### config.mk
export PLATFORM = sky130hd
export DESIGN_NAME = ewc_serializer
export DESIGN_NICKNAME = d
export VERILOG_FILES = /design/src/rtl/ewc_pkg.sv /design/src/rtl/ewc_bit_timer.sv /design/src/rtl/ewc_word_store.sv /design/src/rtl/ewc_line_drive.sv /design/src/rtl/ewc_serializer.sv
export SDC_FILE = /design/constraint.sdc
export NUM_CORES = 1
export LEC_CHECK = 0
export CORE_AREA = 4 4 61 63
export DETAILED_ROUTE_END_ITERATION = 6
export DIE_AREA = 0 0 65 67
export DONT_BUFFER_PORTS = 1
export PLACE_DENSITY_LB_ADDON = 0.15
export SLEW_MARGIN = 0
export SYNTH_ARGS = -nofsm -noshare
export SYNTH_HDL_FRONTEND = slang
export SYNTH_SLANG_ARGS = --single-unit
### constraint.sdc
create_clock -name clk -period 2.22 [get_ports clk]
set_clock_uncertainty 0.15 [all_clocks]
set_input_delay 0.222 -clock clk [delete_from_list [all_inputs] [get_ports clk]]
set_output_delay 0.222 -clock clk [all_outputs]
set_load 0.02 [all_outputs]
### src/rtl/ewc_pkg.sv
package ewc_pkg;

    // Which half of a serial bit time the line is in.
    typedef enum logic {
        HALF_LOW  = 1'b0,
        HALF_HIGH = 1'b1
    } half_e;

    // Boundary pair appended above the data word: {bit14, bit13}.
    function automatic logic [1:0] boundary_pair(input logic msb);
        return {msb, ~msb};
    endfunction

    // Serial clock level for a given half of a given bit inside a frame.
    function automatic logic clk_level(input half_e half, input logic is_final_bit);
        return (half == HALF_HIGH) || is_final_bit;
    endfunction

endpackage

### src/rtl/ewc_bit_timer.sv
module ewc_bit_timer
    import ewc_pkg::*;
#(
    parameter int unsigned FRAME_BITS = 14,
    localparam int unsigned IDX_W = $clog2(FRAME_BITS)
) (
    input  logic             clk,
    input  logic             rst,
    input  logic             accept,
    output logic             busy_q,
    output logic [IDX_W-1:0] idx_q,
    output half_e            half_q,
    output logic             busy_n,
    output logic [IDX_W-1:0] idx_n,
    output half_e            half_n,
    output logic             last_cycle
);

    localparam logic [IDX_W-1:0] LAST_IDX = IDX_W'(FRAME_BITS - 1);

    assign last_cycle = busy_q && (idx_q == LAST_IDX) && (half_q == HALF_HIGH);

    always_comb begin
        busy_n = busy_q;
        idx_n  = idx_q;
        half_n = half_q;
        if (accept) begin
            busy_n = 1'b1;
            idx_n  = '0;
            half_n = HALF_LOW;
        end else if (busy_q) begin
            if (last_cycle) begin
                busy_n = 1'b0;
            end else if (half_q == HALF_LOW) begin
                half_n = HALF_HIGH;
            end else begin
                half_n = HALF_LOW;
                idx_n  = idx_q + 1'b1;
            end
        end
    end

    always_ff @(posedge clk) begin
        if (rst) begin
            busy_q <= 1'b0;
            idx_q  <= '0;
            half_q <= HALF_LOW;
        end else begin
            busy_q <= busy_n;
            idx_q  <= idx_n;
            half_q <= half_n;
        end
    end

    // The bit index never leaves the frame while a word is in flight.
    assert_idx_range_R2: assert property (@(posedge clk) disable iff (rst)
        busy_q |-> (idx_q <= LAST_IDX));

    // After the final cycle of a frame with no new word, the timer is idle.
    assert_frame_end_R8: assert property (@(posedge clk) disable iff (rst)
        (last_cycle && !accept) |=> !busy_q);

endmodule

### src/rtl/ewc_word_store.sv
module ewc_word_store
    import ewc_pkg::*;
#(
    parameter int unsigned DATA_W = 12,
    localparam int unsigned FRAME_BITS = DATA_W + 2
) (
    input  logic                  clk,
    input  logic                  rst,
    input  logic                  load,
    input  logic [DATA_W-1:0]     din,
    output logic [FRAME_BITS-1:0] frame_q,
    output logic [FRAME_BITS-1:0] frame_n
);

    logic [FRAME_BITS-1:0] extended;

    // Data bits go straight across; the two top bits come from the MSB.
    genvar g;
    generate
        for (g = 0; g < DATA_W; g++) begin : g_data
            assign extended[g] = din[g];
        end
    endgenerate
    assign extended[FRAME_BITS-1:DATA_W] = boundary_pair(din[DATA_W-1]);

    assign frame_n = load ? extended : frame_q;

    always_ff @(posedge clk) begin
        if (rst) frame_q <= '0;
        else     frame_q <= frame_n;
    end

    // Boundary bits keep their relation to the stored MSB at all times after a load.
    assert_pair_R3: assert property (@(posedge clk) disable iff (rst)
        load |=> (frame_q[DATA_W] != frame_q[DATA_W-1]) && (frame_q[FRAME_BITS-1] == frame_q[DATA_W-1]));

endmodule

### src/rtl/ewc_line_drive.sv
module ewc_line_drive
    import ewc_pkg::*;
#(
    parameter int unsigned FRAME_BITS = 14,
    localparam int unsigned IDX_W = $clog2(FRAME_BITS)
) (
    input  logic                  clk,
    input  logic                  rst,
    input  logic                  busy_n,
    input  logic [IDX_W-1:0]      idx_n,
    input  half_e                 half_n,
    input  logic [FRAME_BITS-1:0] frame_n,
    output logic                  ser_clk_q,
    output logic                  ser_data_q
);

    localparam logic [IDX_W-1:0] LAST_IDX = IDX_W'(FRAME_BITS - 1);

    logic clk_d;
    logic data_d;

    always_comb begin
        if (busy_n) begin
            clk_d  = clk_level(half_n, idx_n == LAST_IDX);
            data_d = frame_n[idx_n];
        end else begin
            clk_d  = 1'b1;
            data_d = ser_data_q;
        end
    end

    always_ff @(posedge clk) begin
        if (rst) begin
            ser_clk_q  <= 1'b1;
            ser_data_q <= 1'b0;
        end else begin
            ser_clk_q  <= clk_d;
            ser_data_q <= data_d;
        end
    end

endmodule

### src/rtl/ewc_serializer.sv
module ewc_serializer
    import ewc_pkg::*;
#(
    parameter int unsigned DATA_W = 12,
    localparam int unsigned FRAME_BITS = DATA_W + 2,
    localparam int unsigned IDX_W = $clog2(FRAME_BITS)
) (
    input  logic              clk,
    input  logic              rst,
    input  logic              in_valid,
    output logic              in_ready,
    input  logic [DATA_W-1:0] in_data,
    output logic              ser_clk,
    output logic              ser_data
);

    localparam logic [IDX_W-1:0] LAST_IDX = IDX_W'(FRAME_BITS - 1);

    logic                  accept;
    logic                  busy_q, busy_n, last_cycle;
    logic [IDX_W-1:0]      idx_q, idx_n;
    half_e                 half_q, half_n;
    logic [FRAME_BITS-1:0] frame_q, frame_n;

    assign in_ready = !busy_q || last_cycle;
    assign accept   = in_valid && in_ready;

    ewc_bit_timer #(.FRAME_BITS(FRAME_BITS)) u_timer (
        .clk        (clk),
        .rst        (rst),
        .accept     (accept),
        .busy_q     (busy_q),
        .idx_q      (idx_q),
        .half_q     (half_q),
        .busy_n     (busy_n),
        .idx_n      (idx_n),
        .half_n     (half_n),
        .last_cycle (last_cycle)
    );

    ewc_word_store #(.DATA_W(DATA_W)) u_store (
        .clk     (clk),
        .rst     (rst),
        .load    (accept),
        .din     (in_data),
        .frame_q (frame_q),
        .frame_n (frame_n)
    );

    ewc_line_drive #(.FRAME_BITS(FRAME_BITS)) u_drive (
        .clk        (clk),
        .rst        (rst),
        .busy_n     (busy_n),
        .idx_n      (idx_n),
        .half_n     (half_n),
        .frame_n    (frame_n),
        .ser_clk_q  (ser_clk),
        .ser_data_q (ser_data)
    );

    // A newly accepted word opens with a low clock phase.
    assert_start_low_R5: assert property (@(posedge clk) disable iff (rst)
        accept |=> !ser_clk);

    // Inside the boundary the clock stays high and data toggles once.
    assert_boundary_toggle_R6: assert property (@(posedge clk) disable iff (rst)
        (busy_q && idx_q == LAST_IDX && half_q == HALF_LOW)
            |-> (ser_clk && $past(ser_clk) && (ser_data != $past(ser_data))));

    // Final bit repeats the stored MSB.
    assert_final_bit_R4: assert property (@(posedge clk) disable iff (rst)
        (busy_q && idx_q == LAST_IDX) |-> (ser_data == frame_q[DATA_W-1]));

    // Idle with nothing accepted: clock high and data held.
    assert_idle_hold_R9: assert property (@(posedge clk) disable iff (rst)
        (in_ready && !in_valid) |=> (ser_clk && $stable(ser_data)));

endmodule

==> summary.md <==
| Metric | Value |
|---|---|
| Number of synthesized flops with an enable pin | 0 |
| CP delay by family, top | simple AND/OR/NAND/NOR gates |
| IO Pins | 18 |
| Leading area contributor after synthesis | dfxtp_1 |
| Synth top area share | a little over a third |
| Max stage delay on crit path | around 0.35 ns |
| Most frequent cells in the layout | 29 x nand2_1, 21 x dfxtp_1, 20 x a21oi_1 |
| Logic pwr share | between 10% and 20% |
| CP max FO | 6 |
| Top post-synthesis cells by area | dfxtp_1 36%, nand2_1 8.8%, a21oi_1 8.1% |
| Final critical-path required period | 2.21 ns |
| P_int | about 580 µW |
| Root Driver | clkbuf_4 |
| Num CTS Buffers | 3 |
| Synth cell types | 44 |
| DIE AREA | 4360 µm² |
| Pins Over Slew Limit | 0 |
| Design area | between 1500 and 2000 µm² |
| CP cell instances | inv_1 -> ha_1 -> and3_4 -> mux2i_1 -> nor2_2 -> buf_12 -> mux2_2 -> a21oi_1 -> nor4_2 |
| Setup crit end kind | flip-flop |
| Synthesized instance count | ~160 |
| PD cells | around 500 nW/µm² |
| Area growth syn-to-layout | 27.7% |
| CTS tree | yes |
| Syn avg cell area | slightly below 8 µm² |
| DRT iter0 DRCs | 96 |
| Slew margin rel. | a little over two fifths |
| Peak supply drop | 0.333 mV |
| Antenna violations before repair | 0 |
| DRC Markers | 0 |
| Pleak | about 0.62 nW |
| Sequential power share | roughly 54% |
| Routed wl met2 | between 1.5 and 2 mm |
| CP arrival | around 2.3 ns |
| First-pass GRT wire length | approximately 5.5 mm |
| Mapped Area | 1240 µm² |
| Yosys Warn Count | 0 |
| Nets | a little under 200 |
| M1 WL | around 1.5 mm |
| Hold path start | in_valid |
| Largest net degree at the start of global routing | 23 |
| Setup TNS | 0 ns |
| Die Width | 65 µm |
| Drt first pass iters | 4 |
| Seq/Total Area, Yosys | a little over a third |
| Switch share | roughly 27% |
| WHS Path Cells | 3 |
| DRT antenna net count | 0 |
| Core area | around 3200 µm² |
| Htree depth | 1 |
| Part of the cycle the worst path needs | between 90% and 100% |
| Least-Margin Pin Slew | 0.860 ns |
| WP buf/inv | 2 |
| Fmax | between 400 and 500 MHz |
| Drt total wl | around 3.4 mm |
| Final Wtd Congestion | slightly above 0.8 |
| Worst-path clk slew | between 0.1 and 0.15 ns |
| Via Count | 1,223 |
| Via/cell ratio | 5.44 |
| GRT overflow | 0 |
| Status | finished, final reports clean |
| Kind of critical path | flip-flop to flip-flop |
| Fraction of layout cells with a size suffix above 1 | approximately a fifth |
| Syn nets | roughly 170 |
| #FFs+latches synth | 22 |
| Clk buf depth | 2 |
| Initial Util | 38.3% |
| Final Hold Fails | 0 |
| Max Cap Viol | 0 |
| GRT Util Overall | 16.5% |
| Clk Latency, worst-skew pair | slightly above 0.3 ns |
| DIE HEIGHT | ~67 µm |
| Post-DP HPWL | roughly 2.5 mm |
| Worst path slowest cell | dfxtp_2 |
| Final setup fails | 0 |
| Port Buf Inserts | 0 |
| Clock share of power | between 20 and 30% |
| RR Startpoint | u_timer.idx_q[1]$_SDFF_PP0_ |
| Crit path launch | u_timer.idx_q[1]$_SDFF_PP0_ |
| Reg2reg setup slack | ~0.015 ns |
| Row count | 21 |
| Switching pwr | 215 µW |
| WL/cell | between 15 and 20 µm |
| Antenna diodes | 0 |
| FF-to-FF path depth | 9 |
| Number of global-route vias before repair | between 1,000 and 1,500 |
| Cell Area, Placed | roughly 1400 µm² |
| Min-delay worst type | primary input to flip-flop |
| RSZ-0062 raised after global routing | yes |
| WP data required | 2.29 ns |
| Instance count on the critical path | 9 |
| Async S/R FF share, synth | 0% |
| Synth Flop Type | dfxtp_1 |
| Commonest non-fill, non-tap cell in the layout | nand2_1 |
| Worst r2r dst | u_drive.ser_data_q$_SDFFE_PP0N_ |
| Max Used Layer | met4 |
| Met3 WL | between 100 and 150 µm |
| Last element of the critical path | u_drive.ser_data_q$_SDFFE_PP0N_ |
| Critical Path Source Type | flip-flop |
| Clock sink count | 22 |
power by group through the flow:
stage / registers, mW / clock network (mW) / logic (mW)
after floorplan: 0.436 / 0 / 0.0800
after global placement: 0.439 / 0 / 0.105
after detailed placement: 0.440 / 0 / 0.106
after CTS: 0.431 / 0.231 / 0.134
after global routing: 0.434 / 0.253 / 0.157
final: 0.430 / 0.225 / 0.142
Yosys cell counts (all sizes together), types with 3 or more instances:
cell	instances
nand2	29
dfxtp	22
a21oi	20
nor2	14
buf	6
nand3	6
a211oi	5
clkbuf	5
inv	5
a21o	4
and3	3
mux2	3
nand4	3
o21ai	3
worst reg2reg max path, stage by stage, from the launching register on:
cell	delay (ns)
dfxtp_2	0.35
inv_1	0.06
ha_1	0.21
and3_4	0.22
mux2i_1	0.15
nor2_2	0.25
buf_12	0.15
mux2_2	0.33
a21oi_1	0.18
nor4_2	0.07
metrics by stage:
stage	setup WS [ns]	total power, mW	utilization, %	cells	hold WS [ns]
after floorplan	0.0123	0.516	-	156	0.177
after global routing	-0.0419	0.843	48.9	225	0.0158
after CTS	0.0282	0.796	47.3	224	0.0217
after global placement	0.0772	0.544	42.0	207	0.143
final	0.0147	0.798	48.9	225	0.0151
after detailed placement	-0.00258	0.546	42.0	207	0.143
layout make-up:
class | count | area [µm²]
fill | 323 | 1650
multi-input combinational | 118 | 754
sequential | 22 | 442
timing repair buffer | 30 | 270
tap | 46 | 57.6
clock buffer | 4 | 36.3
inverter | 5 | 18.8
registers in the layout (all words and copies together) (netlist names):
name and flops:
u_store.frame_q 14, u_drive.ser_clk_q 1, u_drive.ser_data_q 1, u_timer.busy_q 1, u_timer.half_q 1, u_timer.idx_q 4
cells by family (layout without fill, tap and decap cells):
| group | Yosys count | in the layout | share of synthesized area [%] |
|---|---|---|---|
| AO/OA/AOI/OAI | 46 | 46 | 25.1 |
| AND/OR/NAND/NOR | 64 | 64 | 24.6 |
| multiplexers | 5 | 5 | 4.66 |
| buffers and inverters | 16 | 39 | 7.29 |
| XOR/XNOR | 1 | 1 | 0.709 |
| adder cells (fa/ha/maj) | 2 | 2 | 2.02 |
| flip-flops | 22 | 22 | 35.6 |
how the worst min path moves through the flow:
stage	to	slack, ns
after floorplan	u_drive.ser_clk_q$_SDFF_PP1_	0.18
after detailed placement	u_timer.idx_q[1]$_SDFF_PP0_	0.14
final	u_timer.half_q$_SDFF_PP0_	0.02
after global placement	u_timer.idx_q[1]$_SDFF_PP0_	0.14
after global routing	u_drive.ser_clk_q$_SDFF_PP1_	0.02
after CTS	u_drive.ser_clk_q$_SDFF_PP1_	0.02
routing by layer:
metal  vias to the layer above  GRT usage (%)
li1                        605              -
met4                         0           9.50
met2                        31           28.9
met5                         -              0
met1                       578           19.0
met3                         9           2.53
repair_timing:
action	in CTS	in global routing
resized for setup	2	7
setup endpoints to repair	1	2
hold endpoints to repair	22	0
pin swaps	0	3
buffers inserted	0	1
hold buffers	13	0
Note: power is estimated with default switching activity, not from simulation.
